==> config.mk <==
export PLATFORM = sky130hd
export DESIGN_NAME = systime_accum
export DESIGN_NICKNAME = d
export VERILOG_FILES = /design/src/rtl/systime_pkg.sv /design/src/rtl/systime_ctrl.sv /design/src/rtl/systime_dp.sv /design/src/rtl/systime_accum.sv
export SDC_FILE = /design/constraint.sdc
export NUM_CORES = 1
export LEC_CHECK = 0
export BUFFER_PORTS_ARGS = -buffer_cell sky130_fd_sc_hd__buf_4
export CAP_MARGIN = 20
export CORE_MARGIN = 4
export CORE_UTILIZATION = 30
export DETAILED_ROUTE_END_ITERATION = 8
export SKIP_CTS_REPAIR_TIMING = 1
export SYNTH_ARGS = -nofsm -noshare
export SYNTH_HDL_FRONTEND = slang
export SYNTH_SLANG_ARGS = --single-unit
==> constraint.sdc <==
create_clock -name clk -period 3.87 [get_ports clk]
set_input_delay 0.774 -clock clk [delete_from_list [all_inputs] [get_ports clk]]
set_output_delay 0.774 -clock clk [all_outputs]
set_load 0.02 [all_outputs]
==> src/rtl/systime_pkg.sv <==
package systime_pkg;

  localparam int REG_ADDR_W = 2;

  typedef enum logic [REG_ADDR_W-1:0] {
    REG_INC  = 2'd0,
    REG_TLO  = 2'd1,
    REG_THI  = 2'd2,
    REG_RSVD = 2'd3
  } reg_sel_e;

  // Strobes from control to datapath, one cycle wide
  typedef struct packed {
    logic     incLoad;
    logic     incReject;
    logic     stageLoad;
    logic     timeCommit;
    logic     rdValidNext;
    reg_sel_e rdSel;
  } ctl_strobe_t;

endpackage

==> src/rtl/systime_ctrl.sv <==
module systime_ctrl
  import systime_pkg::*;
#(
  parameter int BUS_W = 32,
  parameter int INC_W = 26
) (
  input  logic                  clk,
  input  logic                  rstN,
  input  logic                  regWrEn,
  input  logic                  regRdEn,
  input  logic [REG_ADDR_W-1:0] regAddr,
  input  logic [BUS_W-1:0]      regWrData,
  output ctl_strobe_t           strobes,
  output logic                  incOverflow
);

  reg_sel_e addrSel;
  logic     incFits;

  assign addrSel = reg_sel_e'(regAddr);

  // The increment field may span the whole bus, in which case every value fits
  generate
    if (INC_W >= BUS_W) begin : gFullField
      assign incFits = 1'b1;
    end else begin : gNarrowField
      assign incFits = ((regWrData >> INC_W) == '0);
    end
  endgenerate

  always_comb begin
    strobes             = '0;
    strobes.incLoad     = regWrEn && (addrSel == REG_INC) && incFits;
    strobes.incReject   = regWrEn && (addrSel == REG_INC) && !incFits;
    strobes.stageLoad   = regWrEn && (addrSel == REG_TLO);
    strobes.timeCommit  = regWrEn && (addrSel == REG_THI);
    strobes.rdValidNext = regRdEn;
    strobes.rdSel       = addrSel;
  end

  always_ff @(posedge clk or negedge rstN) begin
    if (!rstN) begin
      incOverflow <= 1'b0;
    end else begin
      incOverflow <= strobes.incReject;
    end
  end

endmodule

==> src/rtl/systime_dp.sv <==
module systime_dp
  import systime_pkg::*;
#(
  parameter int BUS_W = 32,
  parameter int INC_W = 26
) (
  input  logic                 clk,
  input  logic                 rstN,
  input  ctl_strobe_t          strobes,
  input  logic [BUS_W-1:0]     wrData,
  output logic [2*BUS_W-1:0]   timeNow,
  output logic [INC_W-1:0]     incValue,
  output logic [BUS_W-1:0]     stageLow,
  output logic [BUS_W-1:0]     rdData,
  output logic                 rdValid
);

  localparam int TIME_W = 2 * BUS_W;

  logic [TIME_W-1:0] timeReg;
  logic [TIME_W-1:0] incExt;
  logic [INC_W-1:0]  incReg;
  logic [BUS_W-1:0]  stageReg;
  logic [BUS_W-1:0]  shadowHi;

  assign incExt = TIME_W'(incReg);

  // Accumulator: atomic load wins over the advance
  always_ff @(posedge clk or negedge rstN) begin
    if (!rstN) begin
      timeReg <= '0;
    end else if (strobes.timeCommit) begin
      timeReg <= {wrData, stageReg};
    end else begin
      timeReg <= timeReg + incExt;
    end
  end

  // Increment and staging registers
  always_ff @(posedge clk or negedge rstN) begin
    if (!rstN) begin
      incReg   <= '0;
      stageReg <= '0;
    end else begin
      if (strobes.incLoad) begin
        incReg <= INC_W'(wrData);
      end
      if (strobes.stageLoad) begin
        stageReg <= wrData;
      end
    end
  end

  // Read path with high-word shadow for coherent two-word reads
  always_ff @(posedge clk or negedge rstN) begin
    if (!rstN) begin
      rdData   <= '0;
      rdValid  <= 1'b0;
      shadowHi <= '0;
    end else begin
      rdValid <= strobes.rdValidNext;
      rdData  <= '0;
      if (strobes.rdValidNext) begin
        unique case (strobes.rdSel)
          REG_INC: rdData <= BUS_W'(incReg);
          REG_TLO: begin
            rdData   <= timeReg[BUS_W-1:0];
            shadowHi <= timeReg[TIME_W-1:BUS_W];
          end
          REG_THI:  rdData <= shadowHi;
          REG_RSVD: rdData <= '0;
          default:  rdData <= '0;
        endcase
      end
    end
  end

  assign timeNow  = timeReg;
  assign incValue = incReg;
  assign stageLow = stageReg;

endmodule

==> src/rtl/systime_accum.sv <==
module systime_accum
  import systime_pkg::*;
#(
  parameter int BUS_W  = 32,
  parameter int INC_W  = 26,
  parameter int FRAC_W = 22
) (
  input  logic                  clk,
  input  logic                  rstN,
  input  logic                  regWrEn,
  input  logic                  regRdEn,
  input  logic [REG_ADDR_W-1:0] regAddr,
  input  logic [BUS_W-1:0]      regWrData,
  output logic [BUS_W-1:0]      regRdData,
  output logic                  regRdValid,
  output logic                  incOverflow,
  output logic [2*BUS_W-1:0]    timeNow,
  output logic [2*BUS_W-1:0]    nsNow
);

  ctl_strobe_t       ctlStrobes;
  logic [INC_W-1:0]  incValue;
  logic [BUS_W-1:0]  stageLow;

  systime_ctrl #(
    .BUS_W(BUS_W),
    .INC_W(INC_W)
  ) ctrl_i (
    .clk        (clk),
    .rstN       (rstN),
    .regWrEn    (regWrEn),
    .regRdEn    (regRdEn),
    .regAddr    (regAddr),
    .regWrData  (regWrData),
    .strobes    (ctlStrobes),
    .incOverflow(incOverflow)
  );

  systime_dp #(
    .BUS_W(BUS_W),
    .INC_W(INC_W)
  ) dp_i (
    .clk     (clk),
    .rstN    (rstN),
    .strobes (ctlStrobes),
    .wrData  (regWrData),
    .timeNow (timeNow),
    .incValue(incValue),
    .stageLow(stageLow),
    .rdData  (regRdData),
    .rdValid (regRdValid)
  );

  assign nsNow = timeNow >> FRAC_W;

endmodule

==> results.cfg, run 1 <==
[job]
drv_cap = 0

[pwr]
leakagePower_nw = 5.58
power_mw = 6.99
p_per_area_nw_per_um2 = 574
peakVddDrop_mv = 0.241

[outcome]
status = completed

[synthesis]
synth_area_sq_um = 10200
yosysMostFrequentCell = dfrtp_1
synth_top_area_share_pct = 46.3
synth_top_cell_by_area = dfrtp_1
yosys_warnings = 0
syn_area_per_cell_sq_um = 10.1
ys_types = 69
async_reset_ff_share_pct = 100
synthTopCellsByCount = dfrtp_1 (188), nand2_1 (118), mux2_2 (81)
synth-seq-cells = 188
yosys-top-cells-area = dfrtp_1 (46%), mux2_2 (9.0%), buf_4 (4.9%), nand2_1 (4.4%), o21ai_0 (3.4%)
synthCells = 1008
synth-seq-area-share_pct = 46.3
ys.flop_type = dfrtp_1
synth_edf_count = 0

[die]
die_w_um = 192
start_util_pct = 30.4
die_h_um = 192
io_pins = 200
dieArea_sq_um = 36900
rows = 67
core_sq_um = 33400

[worst_setup_path]
crit_arrival_ns = 3.46
path_cells = ha_1 > a21o_1 > a21o_1 > a21o_1 > a22oi_1 > a2111oi_0 > xnor2_1 > o21ai_0
critPathSlowestCell = a22oi_1
critPathLaunchType = flip-flop
worstSetupEndpointType = flip-flop
cp_top_family = compound AO/OA/AOI/OAI gates
path_buf_inv = 0
path_common_cell = a21o_1
cp.required_ns = 4.20
critPathMaxStageDelay_ns = 0.78
worstPathMaxFanout = 9
critPathKind = flip-flop to flip-flop

[route]
drc = 0
routed_via_density = 4.94
num_vias = 7861
drt_iter0_markers = 496
drtPass1Iterations = 5
postRouteAntennaNets = 0
wl_per_cell_um = 19.6
routed_wl_um = 31200

[timing]
period_needed_ns = 3.13
setup_viol = 0
slew_headroom_pct = 36.1
hold_viol = 0
slew_viol_final = 0
clock.fmax_ghz = 0.319
rsz0062_at_grt = false
tns_ns = 0
clock_skew_ns = 0.0227
worstMarginPinSlew_ns = 0.958
min_period_over_period_pct = 80.9
fin_ws_ns = 0.740

[layout]
fill_cells = 3366
post_route_cells_drive_above_1_share_pct = 29.6
multi_input_area_sq_um = 4800
syn2layout_area_growth_pct = 19.9
diodes = 0
seq_area_sq_um = 4700
final_area_sq_um = 12200
final_nets = 1194

[min_path]
min_path_type = input pin to asynchronous set/reset pin

[clock_network]
root_buffer = clkbuf_16
clock_path_buffers = 2
htreeDepth = 4
cts.reportedPaths.clkPinSlew_ns = 0.08
cts_tree = done
cts_buffers = 17
cts_sinks = 188
worstSkewPairLatency_ns = 0.46

[grt]
first_global_vias = 7866
track_usage_pct = 16.8
grt_pass1_wl_um = 47500
grt_antenna_before_repair = 0
grt_start_max_net_pins = 87
grt_overflow = 0

[placed_design]
post-place-ws_ns = 0.803
dpl-instance-area_sq_um = 11600
hpwl_um = 22700
port_buffers = 177
place_congestion = 0.857
-- routing by layer --
layer	part of all wire (%)	global-route usage (%)	up-vias	routed length, um
met1	46	23.7	3883	14400
met3	6.8	4.05	23	2130
li1	-	-	3712	-
met5	0	0	-	0
met4	1.2	4.33	0	378
met2	46	26.1	243	14300
-- worst register-to-register path: stages (launching register included) --
cell and delay [ns]:
dfrtp_1 0.42, ha_1 0.42, a21o_1 0.23, a21o_1 0.18
a21o_1 0.22, a22oi_1 0.78, a2111oi_0 0.30, xnor2_1 0.36
o21ai_0 0.12
-- area by class of cell --
cell class / instances / area share, %
repair buffers: 196 / 12.2
well taps: 448 / 4.60
flip-flops and latches: 188 / 38.6
clock inverters: 14 / 1.20
clock buffers: 18 / 3.52
inverters: 13 / 0.401
multi-input cells: 713 / 39.4
-- report_power, final --
| group | switching [mW] | leakage [nW] | internal, mW |
|---|---|---|---|
| logic | 1.40 | 3.00 | 1.03 |
| clock network | 0.866 | 0.282 | 0.913 |
| registers | 0.421 | 2.30 | 2.36 |
| total | 2.68 | 5.58 | 4.31 |
-- path summary, 6_finish.rpt --
| path | endpoint | slack, ns | startpoint | depth (start not counted) |
|---|---|---|---|---|
| min in group clk | dp_i.timeNow[0] | 0.47 | dp_i.stageLow[0] | 2 |
| worst min-delay path | dp_i.rdData[29] | 0.38 | rstN | 1 |
| max in group asynchronous | dp_i.timeNow[51] | 2.57 | rstN | 2 |
| worst max register to register | dp_i.timeNow[50] | 0.74 | dp_i.timeNow[23] | 8 |
| worst min register to register | dp_i.timeNow[0] | 0.47 | dp_i.stageLow[0] | 2 |
| worst max-delay path | dp_i.timeNow[50] | 0.74 | dp_i.timeNow[23] | 8 |
-- registers in the layout, summed over array words and instances (netlist names) --
name and cells:
ctrl_i.incOverflow 1, dp_i.rdValid 1, dp_i.stageLow 32, dp_i.rdData 32
dp_i.shadowHi 32, dp_i.timeNow 64, dp_i.incValue 26
-- cells in the final DEF (no fill, tap or decap), types with 3 or more instances in the layout --
cell type	instances
clkbuf_16	17
o21bai_1	5
or3_1	4
and3_1	11
and2_1	33
o211ai_1	4
dfrtp_1	188
nand3_1	19
conb_1	22
nor2b_1	10
a31oi_1	18
xor2_1	12
nor3_1	7
a211oi_1	5
buf_4	194
o21ai_1	4
ha_1	26
inv_6	5
a31o_2	6
o21ai_0	70
nor2_1	55
a21oi_1	53
a21o_1	12
mux2_2	81
mux2i_1	27
xnor2_1	28
nand4b_1	4
inv_1	13
a211o_1	3
o31ai_1	5
inv_8	3
a22oi_1	7
or4_1	5
a21boi_0	3
clkinv_4	3
nand2_1	117
nand4_1	15
-- logic make-up (layout without fill, tap and decap cells) --
group | after synthesis | in the layout | synth area share [%]
flip-flops | 188 | 188 | 46.3
multiplexers | 108 | 108 | 11.6
buffers and inverters | 128 | 241 | 7.30
AND/OR/NAND/NOR | 300 | 300 | 14.7
AO/OA/AOI/OAI | 216 | 216 | 13.2
other | 1 | 22 | 0.0369
XOR/XNOR | 40 | 40 | 3.45
adder cells (fa/ha/maj) | 27 | 27 | 3.40
-- metrics by stage --
stage          util, %  hold slack [ns]  std cells
2_1_floorplan        -            0.433       1029
3_3_place_gp      34.7            0.444       1558
3_5_place_dp      34.7            0.450       1558
4_1_cts           36.4            0.406       1590
5_1_grt           36.4            0.426       1590
6_report          36.4            0.380       1590
Power figures use the tool's default switching activity.
==> inputs of run 2 (changes only) <==
==> constraint.sdc (replaced) <==
create_clock -name clk -period 2.5 [get_ports clk]
set_input_delay 0.5 -clock clk [delete_from_list [all_inputs] [get_ports clk]]
set_output_delay 0.5 -clock clk [all_outputs]
set_load 0.02 [all_outputs]
==> results.cfg, run 2 (same netlist as run 1, synthesis figures left out) <==
[timing]
hold_ws_ns = 0.0475
worstMarginPinSlew_ns = 0.557
min_period_over_period_pct = 106
clock_skew_ns = 0.0155
hold_viol = 0
setup_viol = 32
clock.fmax_ghz = 0.377
slew_viol_final = 0
rsz0062_at_grt = true
tns_ns = -2.19
fin_ws_ns = -0.153
slew_headroom_pct = 62.9
period_needed_ns = 2.65

[grt]
grt_pass1_wl_um = 49500
track_usage_pct = 17.4
first_global_vias = 8628
grt_antenna_before_repair = 0
grt_start_max_net_pins = 64
grt_overflow = 0

[worst_setup_path]
critPathMaxStageDelay_ns = 0.41
critPathKind = flip-flop to flip-flop
cp.required_ns = 2.83
worstSetupEndpointType = flip-flop
worstPathMaxFanout = 3
crit_arrival_ns = 2.99
path_buf_inv = 0
cp.depth = 10
reg2regPathDepth = 10
path_cells = ha_1 > fa_2 > a21oi_2 > o22ai_2 > o21ai_2 > nand2_1 > a31o_2 > a31oi_2 > xor2_1 > o21ai_0
critPathLaunchType = flip-flop
cp_top_family = compound AO/OA/AOI/OAI gates
critPathSlowestCell = dfrtp_2

[route]
routed_via_density = 4.89
wl_per_cell_um = 18.7
maxUsedRoutingLayer = met4
wl_met3_um = 1580
postRouteAntennaNets = 0
drt_iter0_markers = 536
routed_wl_um = 32500
wl_met2_um = 15200
drtPass1Iterations = 5
num_vias = 8510
wl_met1_um = 15200
drc = 0

[layout]
final_nets = 1343
final_area_sq_um = 13900
largest_reg_flops = 64
post_route_cells_drive_above_1_share_pct = 42.1
final_common_cell = buf_4
diodes = 0
syn2layout_area_growth_pct = 36.5
final_cell_mix = buf_4 (331), dfrtp_1 (182), nand2_1 (114), mux2_2 (81), o21ai_0 (62)
fill_cells = 3236

[outcome]
status = finished, violations left
violations = setup timing

[clock_network]
worstSkewPairLatency_ns = 0.45
htreeDepth = 4
cts_tree = done
root_buffer = clkbuf_16
cts_sinks = 188
clock_path_buffers = 2
cts.reportedPaths.clkPinSlew_ns = 0.08
cts_buffers = 17

[die]
start_util_pct = 30.4
core_sq_um = 33400
die_h_um = 192
die_w_um = 192
io_pins = 200
rows = 67
dieArea_sq_um = 36900

[placed_design]
place_congestion = 0.904
port_buffers = 177
hpwl_um = 23900
dpl-instance-area_sq_um = 12800

[job]
drv_cap = 0

[pwr]
p_per_area_nw_per_um2 = 865
power_mw = 12.0
leakagePower_nw = 6.40
peakVddDrop_mv = 0.520

[min_path]
min_path_type = input pin to asynchronous set/reset pin
-- run 2: final cells by class --
| class | count | area, sq um | share of cell area (%) |
|---|---|---|---|
| Multi-Input combinational cell | 714 | 5260 | 37.9 |
| Sequential cell | 188 | 4710 | 34.0 |
| Timing Repair Buffer | 344 | 2690 | 19.4 |
| Tap cell | 448 | 561 | 4.04 |
| Clock buffer | 18 | 439 | 3.17 |
| Clock inverter | 14 | 171 | 1.24 |
| Inverter | 13 | 48.8 | 0.352 |
-- run 2: final timing paths --
| path | startpoint | to | slack [ns] |
|---|---|---|---|
| max | dp_i.timeNow[0] | dp_i.timeNow[16] | -0.15 |
| min | rstN | dp_i.rdData[30] | 0.05 |
| max reg2reg | dp_i.timeNow[0] | dp_i.timeNow[16] | -0.15 |
| min reg2reg | dp_i.stageLow[1] | dp_i.timeNow[1] | 0.46 |
| max in group asynchronous | rstN | dp_i.incValue[11] | 1.67 |
| min in group clk | regWrData[31] | dp_i.timeNow[63] | 0.28 |
-- run 2: stage by stage --
step / setup WS, ns / util (%) / cells
after global placement: -0.168 / 38.2 / 1693
after global routing: -0.256 / 41.5 / 1739
after detailed placement: -0.282 / 38.2 / 1693
after floorplan: -0.0167 / - / 1029
final: -0.153 / 41.5 / 1739
after CTS: -0.305 / 40.0 / 1725
-- run 2: power by group --
group | leakage, nW | internal, mW | switching [mW] | total [mW]
Combinational | 3.81 | 2.38 | 2.66 | 5.04
Clock | 0.299 | 1.46 | 1.37 | 2.84
Sequential | 2.29 | 3.67 | 0.457 | 4.12
Total | 6.40 | 7.51 | 4.49 | 12.0
-- run 2: routing by layer --
| metal | vias to the layer above | track usage, % |
|---|---|---|
| met5 | - | 0 |
| met4 | 0 | 4.28 |
| met3 | 37 | 3.24 |
| met2 | 219 | 27.6 |
| met1 | 4249 | 24.6 |
| li1 | 4005 | - |
